[config.mk]
export PLATFORM = sky130hd
export DESIGN_NAME = vline_parser
export DESIGN_NICKNAME = d
export VERILOG_FILES = /design/src/rtl/vlp_pkg.sv /design/src/rtl/vlp_code_det.sv /design/src/rtl/vlp_line_fsm.sv /design/src/rtl/vlp_line_meas.sv /design/src/rtl/vline_parser.sv
export SDC_FILE = /design/constraint.sdc
export NUM_CORES = 1
export LEC_CHECK = 0
export CAP_MARGIN = 20
export CORE_MARGIN = 2
export CORE_UTILIZATION = 62
export CTS_BUF_LIST = sky130_fd_sc_hd__clkbuf_8
export CTS_CLUSTER_SIZE = 16
export DETAILED_ROUTE_END_ITERATION = 10
export PLACE_DENSITY = 0.85
export SKIP_CTS_REPAIR_TIMING = 1
export SKIP_LAST_GASP = 1
export SYNTH_ARGS = -nofsm -noshare
export SYNTH_HDL_FRONTEND = slang
export SYNTH_SLANG_ARGS = --single-unit
[constraint.sdc]
create_clock -name clk -period 4.58 [get_ports clk]
set_clock_uncertainty 0.1 [all_clocks]
set_input_delay 0.458 -clock clk [delete_from_list [all_inputs] [get_ports clk]]
set_output_delay 0.458 -clock clk [all_outputs]
set_load 0.01 [all_outputs]
[src/rtl/vlp_pkg.sv]
package vlp_pkg;

  typedef enum logic [1:0] {
    ST_UNSYNC = 2'd0,
    ST_BLANK  = 2'd1,
    ST_ACTIVE = 2'd2
  } line_st_t;

  localparam logic [7:0] PRE_HI  = 8'hFF;
  localparam logic [7:0] PRE_LO  = 8'h00;
  localparam logic [7:0] FILL_A  = 8'h80;
  localparam logic [7:0] FILL_B  = 8'h10;

  localparam logic [1:0] STD_NONE  = 2'b00;
  localparam logic [1:0] STD_625   = 2'b01;
  localparam logic [1:0] STD_525   = 2'b10;
  localparam logic [1:0] STD_OTHER = 2'b11;

  // timing word: [7]=1, [6]=F, [5]=V, [4]=H, [3:0]=protection
  function automatic logic word_ok(input logic [7:0] w);
    logic f, v, h;
    f = w[6];
    v = w[5];
    h = w[4];
    return w[7] && (w[3] == (v ^ h)) && (w[2] == (f ^ h)) &&
           (w[1] == (f ^ v)) && (w[0] == (f ^ v ^ h));
  endfunction

endpackage

[src/rtl/vlp_code_det.sv]
module vlp_code_det
  import vlp_pkg::*;
(
  input  logic       clk,
  input  logic       rst,
  input  logic       in_valid,
  input  logic [7:0] in_data,
  output logic       code_byte,
  output logic       hit_good,
  output logic       hit_bad
);

  logic [1:0] phase;

  always_comb begin
    code_byte = in_valid &&
                (((phase == 2'd0) && (in_data == PRE_HI)) ||
                 ((phase == 2'd1) && (in_data == PRE_LO)) ||
                 ((phase == 2'd2) && (in_data == PRE_LO)) ||
                  (phase == 2'd3));
    hit_good = in_valid && (phase == 2'd3) &&  word_ok(in_data);
    hit_bad  = in_valid && (phase == 2'd3) && !word_ok(in_data);
  end

  always_ff @(posedge clk) begin
    if (rst) begin
      phase <= 2'd0;
    end else if (in_valid) begin
      if (phase == 2'd3)                               phase <= 2'd0;
      else if (in_data == PRE_HI)                      phase <= 2'd1;
      else if ((phase == 2'd1) && (in_data == PRE_LO)) phase <= 2'd2;
      else if ((phase == 2'd2) && (in_data == PRE_LO)) phase <= 2'd3;
      else                                             phase <= 2'd0;
    end
  end

endmodule

[src/rtl/vlp_line_fsm.sv]
module vlp_line_fsm
  import vlp_pkg::*;
#(
  parameter int ACT_LEN = 1440,
  parameter int CNT_W   = 12
) (
  input  logic             clk,
  input  logic             rst,
  input  logic             in_valid,
  input  logic [7:0]       in_data,
  input  logic             code_byte,
  input  logic             hit_good,
  input  logic             hit_bad,
  output logic             o_valid,
  output logic [7:0]       o_data,
  output logic             o_sol,
  output logic             o_eol,
  output logic             o_field,
  output logic             o_vblank,
  output logic             code_err,
  output logic             len_err,
  output logic             blank_err,
  output logic [CNT_W-1:0] act_len,
  output logic             eav_evt,
  output logic             sav_after_blank,
  output logic             overrun
);

  localparam logic [CNT_W-1:0] ACT_MAX  = CNT_W'(ACT_LEN);
  localparam logic [CNT_W-1:0] ACT_LAST = CNT_W'(ACT_LEN - 1);

  line_st_t         st;
  logic [CNT_W-1:0] act_cnt;
  logic             fill_ph;
  logic             cur_f, cur_v;

  logic sav_evt, act_take, fill_chk, fill_bad, len_fault;

  always_comb begin
    eav_evt         = hit_good &&  in_data[4];
    sav_evt         = hit_good && !in_data[4];
    sav_after_blank = sav_evt && (st == ST_BLANK);
    act_take  = in_valid && !code_byte && (st == ST_ACTIVE) && (act_cnt < ACT_MAX);
    overrun   = in_valid && !code_byte && (st == ST_ACTIVE) && (act_cnt >= ACT_MAX);
    fill_chk  = in_valid && !code_byte && (st == ST_BLANK);
    fill_bad  = fill_chk && (in_data != (fill_ph ? FILL_B : FILL_A));
    len_fault = overrun ||
                (eav_evt && (st == ST_ACTIVE) && (act_cnt != ACT_MAX)) ||
                (eav_evt && (st == ST_BLANK)) ||
                (sav_evt && (st == ST_ACTIVE));
  end

  always_ff @(posedge clk) begin
    if (rst) begin
      st        <= ST_UNSYNC;
      act_cnt   <= '0;
      fill_ph   <= 1'b0;
      cur_f     <= 1'b0;
      cur_v     <= 1'b0;
      o_valid   <= 1'b0;
      o_data    <= '0;
      o_sol     <= 1'b0;
      o_eol     <= 1'b0;
      o_field   <= 1'b0;
      o_vblank  <= 1'b0;
      code_err  <= 1'b0;
      len_err   <= 1'b0;
      blank_err <= 1'b0;
      act_len   <= '0;
    end else begin
      o_valid <= act_take;
      o_sol   <= act_take && (act_cnt == '0);
      o_eol   <= act_take && (act_cnt == ACT_LAST);
      if (act_take) begin
        o_data   <= in_data;
        o_field  <= cur_f;
        o_vblank <= cur_v;
        act_cnt  <= act_cnt + 1'b1;
      end
      if (hit_bad)   code_err  <= 1'b1;
      if (len_fault) len_err   <= 1'b1;
      if (fill_bad)  blank_err <= 1'b1;
      if (fill_chk)  fill_ph   <= ~fill_ph;

      if (eav_evt) begin
        st      <= ST_BLANK;
        fill_ph <= 1'b0;
        if (st == ST_ACTIVE) act_len <= act_cnt;
      end else if (sav_evt) begin
        st      <= ST_ACTIVE;
        act_cnt <= '0;
        cur_f   <= in_data[6];
        cur_v   <= in_data[5];
      end else if (overrun) begin
        st <= ST_UNSYNC;
      end
    end
  end

endmodule

[src/rtl/vlp_line_meas.sv]
module vlp_line_meas
  import vlp_pkg::*;
#(
  parameter int CNT_W   = 12,
  parameter int LEN_625 = 1728,
  parameter int LEN_525 = 1716
) (
  input  logic             clk,
  input  logic             rst,
  input  logic             in_valid,
  input  logic             eav_evt,
  input  logic             sav_after_blank,
  input  logic             overrun,
  output logic [CNT_W-1:0] meas_total,
  output logic [CNT_W-1:0] meas_blank,
  output logic [1:0]       std_mode
);

  localparam logic [CNT_W-1:0] CNT_TOP = {CNT_W{1'b1}};
  localparam logic [CNT_W-1:0] PRE_N   = CNT_W'(3);

  logic [CNT_W-1:0] tot_cnt, since_eav, prev_len, cur_len;
  logic             have_ref, prev_ok;
  logic [1:0]       cls;

  always_comb begin
    cur_len = tot_cnt + 1'b1;
    if (cur_len == CNT_W'(LEN_625))      cls = STD_625;
    else if (cur_len == CNT_W'(LEN_525)) cls = STD_525;
    else                                 cls = STD_OTHER;
  end

  always_ff @(posedge clk) begin
    if (rst) begin
      tot_cnt    <= '0;
      since_eav  <= '0;
      prev_len   <= '0;
      have_ref   <= 1'b0;
      prev_ok    <= 1'b0;
      meas_total <= '0;
      meas_blank <= '0;
      std_mode   <= STD_NONE;
    end else begin
      if (in_valid) begin
        if (tot_cnt   != CNT_TOP) tot_cnt   <= tot_cnt + 1'b1;
        if (since_eav != CNT_TOP) since_eav <= since_eav + 1'b1;
      end
      if (eav_evt) begin
        tot_cnt   <= '0;
        since_eav <= '0;
        have_ref  <= 1'b1;
        if (have_ref) begin
          meas_total <= cur_len;
          prev_len   <= cur_len;
          prev_ok    <= 1'b1;
          std_mode   <= (prev_ok && (prev_len == cur_len)) ? cls : STD_NONE;
        end
      end
      if (sav_after_blank) meas_blank <= since_eav - PRE_N;
      if (overrun) begin
        have_ref <= 1'b0;
        prev_ok  <= 1'b0;
        std_mode <= STD_NONE;
      end
    end
  end

endmodule

[src/rtl/vline_parser.sv]
module vline_parser #(
  parameter int ACT_LEN = 1440,
  parameter int LEN_625 = 1728,
  parameter int LEN_525 = 1716,
  parameter int CNT_W   = 12
) (
  input  logic             clk,
  input  logic             rst,
  input  logic             in_valid,
  input  logic [7:0]       in_data,
  output logic             out_valid,
  output logic [7:0]       out_data,
  output logic             out_sol,
  output logic             out_eol,
  output logic             out_field,
  output logic             out_vblank,
  output logic             code_err,
  output logic             len_err,
  output logic             blank_err,
  output logic [CNT_W-1:0] meas_active,
  output logic [CNT_W-1:0] meas_total,
  output logic [CNT_W-1:0] meas_blank,
  output logic [1:0]       std_mode
);

  logic code_byte, hit_good, hit_bad;
  logic eav_evt, sav_after_blank, overrun;

  vlp_code_det u_det (
    .clk       (clk),
    .rst       (rst),
    .in_valid  (in_valid),
    .in_data   (in_data),
    .code_byte (code_byte),
    .hit_good  (hit_good),
    .hit_bad   (hit_bad)
  );

  vlp_line_fsm #(.ACT_LEN(ACT_LEN), .CNT_W(CNT_W)) u_fsm (
    .clk             (clk),
    .rst             (rst),
    .in_valid        (in_valid),
    .in_data         (in_data),
    .code_byte       (code_byte),
    .hit_good        (hit_good),
    .hit_bad         (hit_bad),
    .o_valid         (out_valid),
    .o_data          (out_data),
    .o_sol           (out_sol),
    .o_eol           (out_eol),
    .o_field         (out_field),
    .o_vblank        (out_vblank),
    .code_err        (code_err),
    .len_err         (len_err),
    .blank_err       (blank_err),
    .act_len         (meas_active),
    .eav_evt         (eav_evt),
    .sav_after_blank (sav_after_blank),
    .overrun         (overrun)
  );

  vlp_line_meas #(.CNT_W(CNT_W), .LEN_625(LEN_625), .LEN_525(LEN_525)) u_meas (
    .clk             (clk),
    .rst             (rst),
    .in_valid        (in_valid),
    .eav_evt         (eav_evt),
    .sav_after_blank (sav_after_blank),
    .overrun         (overrun),
    .meas_total      (meas_total),
    .meas_blank      (meas_blank),
    .std_mode        (std_mode)
  );

endmodule

Yosys cells after proc, flatten, opt, wreduce, memory -nomap -nowiden:

Index checks and enable logic that the tools add are counted.

* bits in registers: 99
* output and inout bits: 54
* logic and storage cells: 116

* add/sub/neg operators: 4
* order comparisons: 2
* eq/ne operators: 18
* muxes and demuxes: 14
* bitwise gates (word level): 6
* reductions and logical operators: 48

Operators with widths (count)
* adder 12 x 1 -> 12 bit (second input constant): 3
* == test 12 x 11 -> 1 bit (second input constant): 3
* 2-to-1 mux 12 bit: 3
* logical AND 1 bit: 27
* != test 12 bit (second input constant): 2
* 2-to-1 mux 2 bit: 8
* == test 12 bit: 1
* greater-or-equal comparator 12 x 11 -> 1 bit (second input constant): 1
* zero test 12 bit: 1
* less-than comparator 12 x 11 -> 1 bit (second input constant): 1
* != test 12 x 11 -> 1 bit (second input constant): 1
* subtractor 12 x 2 -> 12 bit (second input constant): 1
* AND reduction 2 bit: 5
* == test 8 bit (second input constant): 1
* zero test 8 bit: 1
* 2-to-1 mux 8 bit: 1
* != test 8 bit: 1
* == test 2 bit (second input constant): 3
* logical OR 1 bit: 6
* == test 1 bit: 4
* == test 2 x 1 -> 1 bit (second input constant): 2
* OR reduction 2 bit: 2
* bitwise XOR 1 bit: 4
* zero test 1 bit: 3
* 5 further kinds: 7

Depth between registers and ports, before layout:

Gate-level depths: netlist (run 1).

* depth after elaboration: 13
* mapped depth: 11
* mapped depth without buffers: 8

Cells and area by module:

Synthesis (run 1) repeated with hierarchy kept, for this count alone.

* cells, all modules: 579
* area total of the unflattened synthesis: 4939.7 sq um

By module, submodules not included
* vlp_line_meas: times used 1, cells each 319, area each 2695.1 sq um, seq. area each 1041.0 sq um
* vlp_line_fsm: times used 1, cells each 213, area each 1898.1 sq um, seq. area each 900.9 sq um
* vlp_code_det: times used 1, cells each 47, area each 346.6 sq um, seq. area each 40.0 sq um

Least setup slack after synthesis (run 1):

No wires, ideal clock.

* path type: input -> register
* start point: in in_data[4]
* end point: reg u_fsm.o_data[1]
* library setup time: 0.070 ns
* arrival time: 2.308 ns
* required time: 4.410 ns
* slack: 2.102 ns
* stages on the path: 10
* path buffers: 3
* cell sequence: buf_2 -> inv_1 -> ha_1 -> nor2b_1 -> o2111a_1 -> nor4_1 -> clkbuf_1 -> clkbuf_1 -> nand3_1 -> a21oi_1

* word-level cells in the longest chain between the ends: 10

RTL lines
* start, declared: line vline_parser.sv:10 `input logic [7:0] in_data,`
* == test 8 bit / zero test 8 bit (equally long branches): line vlp_code_det.sv:17, vlp_code_det.sv:18, vlp_code_det.sv:19
* logical AND 1 bit, on equally long branches: line vlp_code_det.sv:17, vlp_code_det.sv:18
* logical OR 1 bit: line vlp_code_det.sv:17 `(((phase == 2'd0) && (in_data == PRE_HI)) ||`
* logical OR 1 bit *: line vlp_code_det.sv:18 `((phase == 2'd1) && (in_data == PRE_LO)) ||`
* logical OR 1 bit *: line vlp_code_det.sv:19 `((phase == 2'd2) && (in_data == PRE_LO)) ||`
* logical AND 1 bit *: line vlp_code_det.sv:16 `code_byte = in_valid &&`
* zero test 1 bit *: line vlp_line_fsm.sv:43 `act_take = in_valid && !code_byte && (st == ST_ACTIVE) && (act_cnt < ACT_MAX);`
* logical AND 1 bit * (3 in series): line vlp_line_fsm.sv:43
* end signal, assigned: line vlp_line_fsm.sv:75 `o_data <= in_data;`
* end, declared: line vlp_line_fsm.sv:15 `output logic [7:0] o_data,`

Mark *: on every way between the ends. The rest lies on a longest branch, timed or not.
A chain may end at the register's enable or synchronous reset.

Worst setup path after layout (run 1):

* start point: in in_data[4]
* end point: reg u_meas.std_mode[1]

* word-level cells in the longest chain between the ends: 11

RTL lines
* == test 8 bit / zero test 8 bit (equally long branches): line vlp_code_det.sv:17, vlp_code_det.sv:18, vlp_code_det.sv:19
* logical AND 1 bit, on equally long branches: line vlp_code_det.sv:17, vlp_code_det.sv:18
* logical OR 1 bit: line vlp_code_det.sv:17
* logical OR 1 bit: line vlp_code_det.sv:18
* logical OR 1 bit: line vlp_code_det.sv:19
* logical AND 1 bit: line vlp_code_det.sv:16
* zero test 1 bit: line vlp_line_fsm.sv:44 `overrun = in_valid && !code_byte && (st == ST_ACTIVE) && (act_cnt >= ACT_MAX);`
* logical AND 1 bit (3 in series): line vlp_line_fsm.sv:44
* OR reduction 2 bit (no line)
* end signal, assigned: line vlp_line_meas.sv:56 `std_mode <= (prev_ok && (prev_len == cur_len)) ? cls : STD_NONE;`
* end, declared: line vlp_line_meas.sv:16 `output logic [1:0] std_mode`

Several ways; a longest one is shown, not always the timed one.

==> out/qor.txt, run 1 <==
DRT
--------------------------------------------------------------------------------------
Sum of routed wire length over all layers ...............................     11750 µm
Detailed Routing Iterations Pass 1 ......................................            5
Iteration-0 DRC Markers .................................................          202
DRC violations left .....................................................            0
Routed length per instance ..............................................     15.63 µm
Antenna violation net count after detailed routing ......................            0
Vias ....................................................................         4476
Routed vias/inst ........................................................        5.952

SETUP PATH
--------------------------------------------------------------------------------------
CP Launch Type ..........................................................   input port
Kind of critical path ...................................................       in2reg
Arrival time of the worst setup path ....................................      3360 ps
Largest fanout of any net on the critical path ..........................           25
Slack of the worst reg-to-reg path ......................................      1580 ps
Data required time of the worst path ....................................      4780 ps
Nature of the critical path endpoint ....................................         flop

FINAL LAYOUT
--------------------------------------------------------------------------------------
Share of layout cells above drive strength 1 ............................       6.615%
Total of fill cells in the finished design ..............................          591
Commonest cells after routing, fill and taps aside ...................... sky130_fd_sc_hd__nor2_1, sky130_fd_sc_hd__dfxtp_1, sky130_fd_sc_hd__clkdlybuf4s50_1, sky130_fd_sc_hd__nand2_1, sky130_fd_sc_hd__xnor2_1
Final Instance Count excl. Fillers ......................................          752
Most common cell after layout, fill and taps aside ...................... sky130_fd_sc_hd__nor2_1
Post-layout nets ........................................................          663
Growth of design area from synthesis to finish ..........................       16.07%
Antenna diode count .....................................................            0

STA
--------------------------------------------------------------------------------------
Setup TNS ...............................................................         0 ps
Post-route clock period utilization .....................................       68.84%
Tightest Pin Transition .................................................      1108 ps
Top achievable clock speed ..............................................    317.2 MHz
Hold slack ..............................................................     370.2 ps
Remaining max-slew budget at the tightest pin ...........................       25.31%
Count of final hold-check violations ....................................            0
Shortest clock period the worst path allows after layout ................      3153 ps
Slack of the critical path ..............................................      1427 ps
RSZ-0062 raised after global routing ....................................           no
Pins Over Slew Limit ....................................................            0
Final Setup Violations ..................................................            0

PLACE
--------------------------------------------------------------------------------------
Number of placed instances with taps included ...........................          736
Count of input and output buffers .......................................           64
Routability congestion estimate .........................................       0.9112
Place WS ................................................................      1064 ps
Hpwl dp .................................................................      8043 µm

POWER AND IR DROP
--------------------------------------------------------------------------------------
Cell Pwr Density ........................................................ 258.9 nW/µm²
P_leak ..................................................................     1.978 nW
Worst IR Drop VDD .......................................................    0.1933 mV

FLOORPLANNING
--------------------------------------------------------------------------------------
Core Area ...............................................................     7807 µm²
Die width ...............................................................     94.42 µm
Effective utilization at floorplan ......................................       64.92%
Height of the die .......................................................     94.42 µm
Count of pins on the block boundary .....................................           65
Floorplan die area ......................................................     8914 µm²
Total number of placement rows ..........................................           32

JOB
--------------------------------------------------------------------------------------
Count of max-cap constraint violations ..................................            0

CLOCK NETWORK
--------------------------------------------------------------------------------------
Maximum buffer depth of the clock tree ..................................            2
Buffer type at the clock tree root ...................................... sky130_fd_sc_hd__clkbuf_8
CTS tree ................................................................        built
Cts bufs inserted .......................................................            9
CTS H-tree lvls .........................................................            3
Clock transition at the registers of the reported paths .................       110 ps
TritonCTS Sinks .........................................................           99
Source-to-sink clock delay at the later pin of the worst-skew pair ......       380 ps

GLOBAL ROUTE
--------------------------------------------------------------------------------------
Pin count of the biggest net entering global routing ....................           56
Global router's overall resource usage ..................................       27.78%
Gr ovfl total ...........................................................            0
Number of global-route vias before repair ...............................         4362
Antenna violations before repair ........................................            0
First-pass GRT wire length ..............................................     19880 µm

LOGIC SYNTHESIS
--------------------------------------------------------------------------------------
Register bit count reported by yosys ....................................           99
Number of cells produced by synthesis ...................................          607
Average instance area after synthesis ...................................    8.350 µm²
YS warnings .............................................................            0
Share of Yosys cell area claimed by the top area cell type ..............       39.10%
FFs w/ async S/R, synth .................................................           0%
Synthesized netlist net count ...........................................          625
Library cell with the largest summed area after synthesis ............... sky130_fd_sc_hd__dfxtp_1
Number of synthesized flops with an enable pin ..........................            0
Dominant cells by area after synthesis .................................. sky130_fd_sc_hd__dfxtp_1, sky130_fd_sc_hd__nor2_1, sky130_fd_sc_hd__xnor2_1
Commonest register cell after synthesis ................................. sky130_fd_sc_hd__dfxtp_1
Sequential share of the synthesized area ................................       39.10%
Cell Area, Synth ........................................................     5069 µm²
Number of distinct standard cells referenced by the synthesized netlist .           62

STATUS
--------------------------------------------------------------------------------------
Run status .............................................................. finished, final reports clean

HOLD PATH
--------------------------------------------------------------------------------------
Worst min path class ....................................................      reg2reg

-- power breakdown --
group	total [mW]	internal, mW	switching [mW]
registers	0.871	0.864	0.00692
logic	0.0800	0.0289	0.0511
clock network	0.572	0.219	0.354
-- cell type report --
cell class	count	area (µm²)	area share [%]
tap	102	127.6	2.169
multi-input combinational	452	2844	48.34
sequential	99	1982	33.69
timing repair buffer	70	680.7	11.57
inverter	13	48.80	0.8294
clock inverter	7	76.32	1.297
clock buffer	9	123.9	2.105
-- logic make-up (layout without fill, tap and decap cells) --
| kind of cell | after synthesis | after routing | share of synthesized area (%) |
|---|---|---|---|
| AO/OA/AOI/OAI | 91 | 91 | 13.01 |
| AND/OR/NAND/NOR | 276 | 276 | 27.06 |
| buffers and inverters | 56 | 99 | 4.912 |
| XOR/XNOR | 59 | 59 | 10.20 |
| adder cells (fa/ha/maj) | 7 | 7 | 1.728 |
| multiplexers | 19 | 19 | 3.999 |
| flip-flops | 99 | 99 | 39.10 |
-- synth_stat cells, types with 3 or more instances --
cell type and n:
sky130_fd_sc_hd__xor2_1 21, sky130_fd_sc_hd__a21o_1 3, sky130_fd_sc_hd__o22ai_1 3, sky130_fd_sc_hd__or4_1 4
sky130_fd_sc_hd__a211oi_2 10, sky130_fd_sc_hd__nor4_1 8, sky130_fd_sc_hd__nor3_1 24, sky130_fd_sc_hd__dfxtp_1 99
sky130_fd_sc_hd__xnor2_1 38, sky130_fd_sc_hd__mux2i_1 18, sky130_fd_sc_hd__and3_1 9, sky130_fd_sc_hd__or3_1 4
sky130_fd_sc_hd__o31ai_1 3, sky130_fd_sc_hd__a21oi_1 24, sky130_fd_sc_hd__nand2b_1 9, sky130_fd_sc_hd__buf_2 12
sky130_fd_sc_hd__nand4_1 10, sky130_fd_sc_hd__nor4b_1 4, sky130_fd_sc_hd__a31oi_1 7, sky130_fd_sc_hd__clkbuf_1 25
sky130_fd_sc_hd__nand3b_1 3, sky130_fd_sc_hd__a211oi_1 10, sky130_fd_sc_hd__ha_1 7, sky130_fd_sc_hd__nor2b_1 8
sky130_fd_sc_hd__nand2_1 44, sky130_fd_sc_hd__o21ai_0 12, sky130_fd_sc_hd__nand3_1 29, sky130_fd_sc_hd__and2_1 3
sky130_fd_sc_hd__nor3b_1 5, sky130_fd_sc_hd__nor2_1 100, sky130_fd_sc_hd__inv_1 13
-- registers in the layout (all words and copies together), names as in the netlist, 2 cells and up --
register	cells
u_fsm.st	2
u_fsm.o_data	8
u_meas.meas_total	12
u_fsm.act_cnt	12
u_meas.meas_blank	12
u_meas.std_mode	2
u_meas.since_eav	12
u_meas.tot_cnt	12
u_fsm.act_len	12
u_det.phase	2
-- worst paths after layout --
path / from / endpoint / cells after the start
worst max-delay path: in_data[4] / u_meas.std_mode[1] / 9
worst min-delay path: u_fsm.o_data[7] / u_fsm.o_data[7] / 2
worst max register to register: u_meas.tot_cnt[0] / u_meas.tot_cnt[11] / 7
worst min register to register: u_fsm.o_data[7] / u_fsm.o_data[7] / 2
-- layer usage --
| metal | global-route usage (%) | share of wire, % |
|---|---|---|
| met5 | 0 | 0 |
| met3 | 5.507 | 5.6 |
| met1 | 33.63 | 43 |
| met4 | 10.75 | 2.0 |
| met2 | 48.63 | 49 |
-- metrics by stage --
step                power, mW  util [%]  cell area [µm²]
floorplan              0.9469         -             5069
global placement       0.9671     72.79             5683
detailed placement     0.9697     72.79             5683
CTS                     1.531     75.35             5883
global route            1.577     75.35             5883
finish                  1.523     75.35             5883
-- critical path, stage by stage --
cell	delay, ps
sky130_fd_sc_hd__clkdlybuf4s50_1	730
sky130_fd_sc_hd__inv_1	150
sky130_fd_sc_hd__ha_1	330
sky130_fd_sc_hd__xnor2_1	180
sky130_fd_sc_hd__and3_1	230
sky130_fd_sc_hd__nand3_1	160
sky130_fd_sc_hd__nor2_2	690
sky130_fd_sc_hd__nand4_1	220
sky130_fd_sc_hd__o21ai_0	200
Power figures use the tool's default switching activity.
==> run 2: changes to the inputs <==
--- a/config.mk
+++ b/config.mk
@@ -7,11 +7,11 @@
 export LEC_CHECK = 0
 export CAP_MARGIN = 20
 export CORE_MARGIN = 2
-export CORE_UTILIZATION = 62
+export CORE_UTILIZATION = 57
 export CTS_BUF_LIST = sky130_fd_sc_hd__clkbuf_8
 export CTS_CLUSTER_SIZE = 16
 export DETAILED_ROUTE_END_ITERATION = 10
-export PLACE_DENSITY = 0.85
+export PLACE_DENSITY = 0.79
 export SKIP_CTS_REPAIR_TIMING = 1
 export SKIP_LAST_GASP = 1
 export SYNTH_ARGS = -nofsm -noshare
==> constraint.sdc (replaced) <==
create_clock -name clk -period 3.2 [get_ports clk]
set_clock_uncertainty 0.1 [all_clocks]
set_input_delay 0.32 -clock clk [delete_from_list [all_inputs] [get_ports clk]]
set_output_delay 0.32 -clock clk [all_outputs]
set_load 0.01 [all_outputs]
==> out/qor.txt, run 2 (synthesis results as in run 1) <==
STATUS
---------------------------------------------------------------------------------
Run status ......................................................... finished, final reports clean

SETUP PATH
---------------------------------------------------------------------------------
Cell count of the worst reg-to-reg path ............................            7
Slack of the worst reg-to-reg path .................................       620 ps
CP Launch Type .....................................................   input port
Arrival time of the worst setup path ...............................      2870 ps
Data required time of the worst path ...............................      3360 ps
Kind of critical path ..............................................       in2reg
Nature of the critical path endpoint ...............................         flop
Largest fanout of any net on the critical path .....................            8

DRT
---------------------------------------------------------------------------------
Iteration-0 DRC Markers ............................................          246
Routed length per instance .........................................     15.60 µm
Sum of routed wire length over all layers ..........................     12000 µm
DRC violations left ................................................            0
Detailed Routing Iterations Pass 1 .................................            4
Routed vias/inst ...................................................        5.796
Vias ...............................................................         4457
Antenna violation net count after detailed routing .................            0

FLOORPLANNING
---------------------------------------------------------------------------------
Total number of placement rows .....................................           34
Count of pins on the block boundary ................................           65
Die width ..........................................................     98.30 µm
Core Area ..........................................................     8678 µm²
Height of the die ..................................................     98.30 µm
Floorplan die area .................................................     9663 µm²
Effective utilization at floorplan .................................       58.41%

POWER AND IR DROP
---------------------------------------------------------------------------------
P_leak .............................................................     2.035 nW
Net load switching power ...........................................     521.7 µW
Internal ...........................................................     1.635 mW
Fraction of power consumed by the clock network ....................        36.6%
Worst IR Drop VDD ..................................................    0.3023 mV
Sequential fraction of design power ................................        57.7%
Cell Pwr Density ................................................... 359.8 nW/µm²
Net switching share of the total power .............................       24.19%
Total chip power ...................................................     2.157 mW
Power share of the combinational group .............................         5.7%

CLOCK NETWORK
---------------------------------------------------------------------------------
CTS H-tree lvls ....................................................            3
CTS tree ...........................................................        built
Maximum buffer depth of the clock tree .............................            2
Buffer type at the clock tree root ................................. sky130_fd_sc_hd__clkbuf_8
TritonCTS Sinks ....................................................           99
Cts bufs inserted ..................................................            9
Source-to-sink clock delay at the later pin of the worst-skew pair .       360 ps
Clock transition at the registers of the reported paths ............       100 ps

FINAL LAYOUT
---------------------------------------------------------------------------------
Post-Route Utilization .............................................       69.07%
Commonest cells after routing, fill and taps aside ................. sky130_fd_sc_hd__nor2_1, sky130_fd_sc_hd__dfxtp_1, sky130_fd_sc_hd__clkdlybuf4s50_1, sky130_fd_sc_hd__nand2_1, sky130_fd_sc_hd__xnor2_1
Post-layout nets ...................................................          674
Antenna diode count ................................................            0
Post-route cell area ...............................................     5995 µm²
Most common cell after layout, fill and taps aside ................. sky130_fd_sc_hd__nor2_1
Share of layout cells above drive strength 1 .......................       8.169%
Growth of design area from synthesis to finish .....................       18.27%
Final Instance Count excl. Fillers .................................          769

GLOBAL ROUTE
---------------------------------------------------------------------------------
Pin count of the biggest net entering global routing ...............           56
Antenna violations before repair ...................................            0
First-pass GRT wire length .........................................     20300 µm
Global router's overall resource usage .............................       25.49%
Gr ovfl total ......................................................            0
Number of global-route vias before repair ..........................         4155

PLACE
---------------------------------------------------------------------------------
Hpwl dp ............................................................      8682 µm
Post-placement cell area ...........................................     5798 µm²
Number of placed instances with taps included ......................          753
Count of input and output buffers ..................................           64
Routability congestion estimate ....................................       0.9097
Place WS ...........................................................     149.5 ps

HOLD PATH
---------------------------------------------------------------------------------
Worst min path class ...............................................       in2reg
Cell count of the worst hold path ..................................            4

STA
---------------------------------------------------------------------------------
Tightest Pin Transition ............................................     646.1 ps
Count of final hold-check violations ...............................            0
Shortest clock period the worst path allows after layout ...........      2706 ps
Setup TNS ..........................................................         0 ps
Hold slack .........................................................     220.1 ps
Final Setup Violations .............................................            0
Post-route clock period utilization ................................       84.55%
Slack of the critical path .........................................     494.2 ps
Remaining max-slew budget at the tightest pin ......................       56.92%
Pins Over Slew Limit ...............................................            0
Top achievable clock speed .........................................    369.6 MHz
RSZ-0062 raised after global routing ...............................           no

JOB
---------------------------------------------------------------------------------
Count of max-cap constraint violations .............................            0

run 2: power groups by stage:
stage	clock network, mW	registers, mW	logic [mW]
floorplan	0	1.27	0.0858
global placement	0	1.27	0.119
detailed placement	0	1.27	0.122
CTS	0.801	1.24	0.123
global route	0.858	1.25	0.136
finish	0.789	1.24	0.123
run 2: final timing paths:
path | endpoint | start
setup / recovery | u_fsm.act_cnt[1] | in_data[0]
hold / removal | u_fsm.o_eol | rst
setup reg to reg | u_meas.std_mode[0] | u_meas.tot_cnt[1]
hold reg to reg | u_fsm.o_data[0] | u_fsm.o_data[0]
run 2: layout make-up:
cell class | count | area (µm²)
multi-input combinational | 452 | 2844
fill | 754 | 2684
sequential | 99 | 1982
timing repair buffer | 81 | 788.3
clock buffer | 12 | 165.2
tap | 108 | 135.1
inverter | 13 | 48.80
clock inverter | 4 | 31.28
run 2: critical path, stage by stage:
cell	delay (ps)
sky130_fd_sc_hd__clkdlybuf4s50_1	530
sky130_fd_sc_hd__nor2_1	280
sky130_fd_sc_hd__a31oi_1	150
sky130_fd_sc_hd__mux4_2	580
sky130_fd_sc_hd__or3_1	510
sky130_fd_sc_hd__nand2_1	260
sky130_fd_sc_hd__buf_4	190
sky130_fd_sc_hd__a21oi_1	50
run 2: routing by layer:
metal | GRT usage (%) | part of all wire, % | up-vias
met2 | 41.76 | 48 | 140
li1 | - | - | 2206
met3 | 4.009 | 5.1 | 20
met1 | 34.31 | 45 | 2091
met4 | 8.957 | 1.9 | 0
met5 | 0 | 0 | -
==> run 3: changes to the inputs <==
==> constraint.sdc (replaced) <==
create_clock -name clk -period 2.64 [get_ports clk]
set_clock_uncertainty 0.1 [all_clocks]
set_input_delay 0.264 -clock clk [delete_from_list [all_inputs] [get_ports clk]]
set_output_delay 0.264 -clock clk [all_outputs]
set_load 0.01 [all_outputs]
==> out/qor.txt, run 3 (synthesis results as in run 1) <==
STATUS
---------------------------------------------------------------------------------
Run status ......................................................... finished, final reports clean

HOLD PATH
---------------------------------------------------------------------------------
Cell count of the worst hold path ..................................            4
Worst min path class ...............................................       in2reg

CLOCK NETWORK
---------------------------------------------------------------------------------
Buffer type at the clock tree root ................................. sky130_fd_sc_hd__clkbuf_8
Maximum buffer depth of the clock tree .............................            2
Clock transition at the registers of the reported paths ............       100 ps
TritonCTS Sinks ....................................................           99
CTS H-tree lvls ....................................................            3
Cts bufs inserted ..................................................            9
Source-to-sink clock delay at the later pin of the worst-skew pair .       370 ps
CTS tree ...........................................................        built

SETUP PATH
---------------------------------------------------------------------------------
Largest fanout of any net on the critical path .....................           21
Critical path cell sequence ........................................ clkdlybuf4s50_1 > nor3_1 > a31oi_1 > mux4_2 > nor4_4 > buf_12 > mux2i_1 > nor2_1
Arrival time of the worst setup path ...............................      2570 ps
Data required time of the worst path ...............................      2780 ps
Nature of the critical path endpoint ...............................         flop
Critical path's largest stage delay ................................       580 ps
Kind of critical path ..............................................       in2reg
Slowest stage cell, crit path ...................................... sky130_fd_sc_hd__mux4_2
CP Launch Type .....................................................   input port
Cell count of the worst reg-to-reg path ............................            7

DRT
---------------------------------------------------------------------------------
DRC violations left ................................................            0
Routed vias/inst ...................................................        5.891
Antenna violation net count after detailed routing .................            0
Iteration-0 DRC Markers ............................................          249
Sum of routed wire length over all layers ..........................     12790 µm
Detailed Routing Iterations Pass 1 .................................            5
Routed length per instance .........................................     15.99 µm
Vias ...............................................................         4713

FINAL LAYOUT
---------------------------------------------------------------------------------
Most common cell after layout, fill and taps aside ................. sky130_fd_sc_hd__nor2_1
Post-route cell area ...............................................     6260 µm²
Growth of design area from synthesis to finish .....................       23.50%
Final Instance Count excl. Fillers .................................          800
Total of fill cells in the finished design .........................          703
Share of layout cells above drive strength 1 .......................       12.28%
Antenna diode count ................................................            0
Post-layout nets ...................................................          705
Commonest cells after routing, fill and taps aside ................. sky130_fd_sc_hd__nor2_1, sky130_fd_sc_hd__dfxtp_1, sky130_fd_sc_hd__clkdlybuf4s50_1, sky130_fd_sc_hd__buf_4, sky130_fd_sc_hd__nand2_1

FLOORPLANNING
---------------------------------------------------------------------------------
Die width ..........................................................     98.30 µm
Core Area ..........................................................     8678 µm²
Count of pins on the block boundary ................................           65
Total number of placement rows .....................................           34
Floorplan die area .................................................     9663 µm²
Effective utilization at floorplan .................................       58.41%
Height of the die ..................................................     98.30 µm

GLOBAL ROUTE
---------------------------------------------------------------------------------
Number of global-route vias before repair ..........................         4482
Gr ovfl total ......................................................            0
Antenna violations before repair ...................................            0
First-pass GRT wire length .........................................     21600 µm
Pin count of the biggest net entering global routing ...............           56
Global router's overall resource usage .............................       26.97%

STA
---------------------------------------------------------------------------------
Post-route clock period utilization ................................       92.01%
Final Setup Violations .............................................            0
Top achievable clock speed .........................................    411.7 MHz
Slack of the critical path .........................................     211.0 ps
Shortest clock period the worst path allows after layout ...........      2429 ps
Hold slack .........................................................     180.3 ps
RSZ-0062 raised after global routing ...............................           no
Remaining max-slew budget at the tightest pin ......................       56.39%
Count of final hold-check violations ...............................            0
Tightest Pin Transition ............................................     654.2 ps
Pins Over Slew Limit ...............................................            0

POWER AND IR DROP
---------------------------------------------------------------------------------
P_leak .............................................................     2.196 nW
Cell Pwr Density ................................................... 447.3 nW/µm²
Worst IR Drop VDD ..................................................    0.3507 mV
Total chip power ...................................................     2.800 mW

PLACE
---------------------------------------------------------------------------------
Post-placement cell area ...........................................     6031 µm²
Number of placed instances with taps included ......................          784
Place WS ...........................................................    -167.5 ps
Routability congestion estimate ....................................       0.9361
Hpwl dp ............................................................      9607 µm
Count of input and output buffers ..................................           64

JOB
---------------------------------------------------------------------------------
Count of max-cap constraint violations .............................            0

==> run 3: changes by cell type in the layout (fill, tap and decap cells not counted), sizes merged <==
cell      delta
buf         +31
clkbuf       -3
clkinv       -3
inv          +3
bufinv       +2
clkinvlp     +1
==> run 3: layout make-up <==
| type | count | area, µm² | share of cell area [%] |
|---|---|---|---|
| inverter | 13 | 48.80 | 0.7795 |
| clock inverter | 7 | 105.1 | 1.679 |
| tap | 108 | 135.1 | 2.159 |
| multi-input combinational | 452 | 2844 | 45.43 |
| sequential | 99 | 1982 | 31.66 |
| clock buffer | 9 | 123.9 | 1.979 |
| timing repair buffer | 112 | 1021 | 16.31 |
==> run 3: where the power goes <==
group / switching, mW / internal, mW
combinational: 0.102 / 0.0695
clock: 0.573 / 0.551
sequential: 0.00623 / 1.50
==> run 3: worst max-delay path: cells and delay by family <==
family / cells / cell delay [ps]
compound gates: 1 / 70
buf+inv: 2 / 740
mux: 2 / 770
simple gates: 3 / 720
==> run 3: worst paths after layout <==
path	to	startpoint	slack [ps]
setup reg to reg	u_meas.std_mode[1]	u_meas.tot_cnt[0]	220
hold reg to reg	u_fsm.o_data[3]	u_fsm.o_data[3]	370
setup / recovery	u_meas.meas_blank[2]	in_data[1]	210
hold / removal	u_fsm.o_eol	rst	180
==> run 3: metrics by stage <==
stage / util [%] / setup TNS (ps)
after floorplan: - / 0
after global placement: 69.49 / -674.3
after detailed placement: 69.49 / -5717
after CTS: 72.13 / 0
after global routing: 72.13 / 0
final: 72.13 / 0
==> run 3: routing by layer <==
layer  wire length, µm  global-route usage, %  share of wire, %  vias to the layer above
met3               765                  5.941               6.0                       18
met2              6098                  44.90                48                      161
li1                  -                      -                 -                     2280
met5                 0                      0                 0                        -
met1              5766                  35.96                45                     2254
met4               162                  6.217               1.3                        0
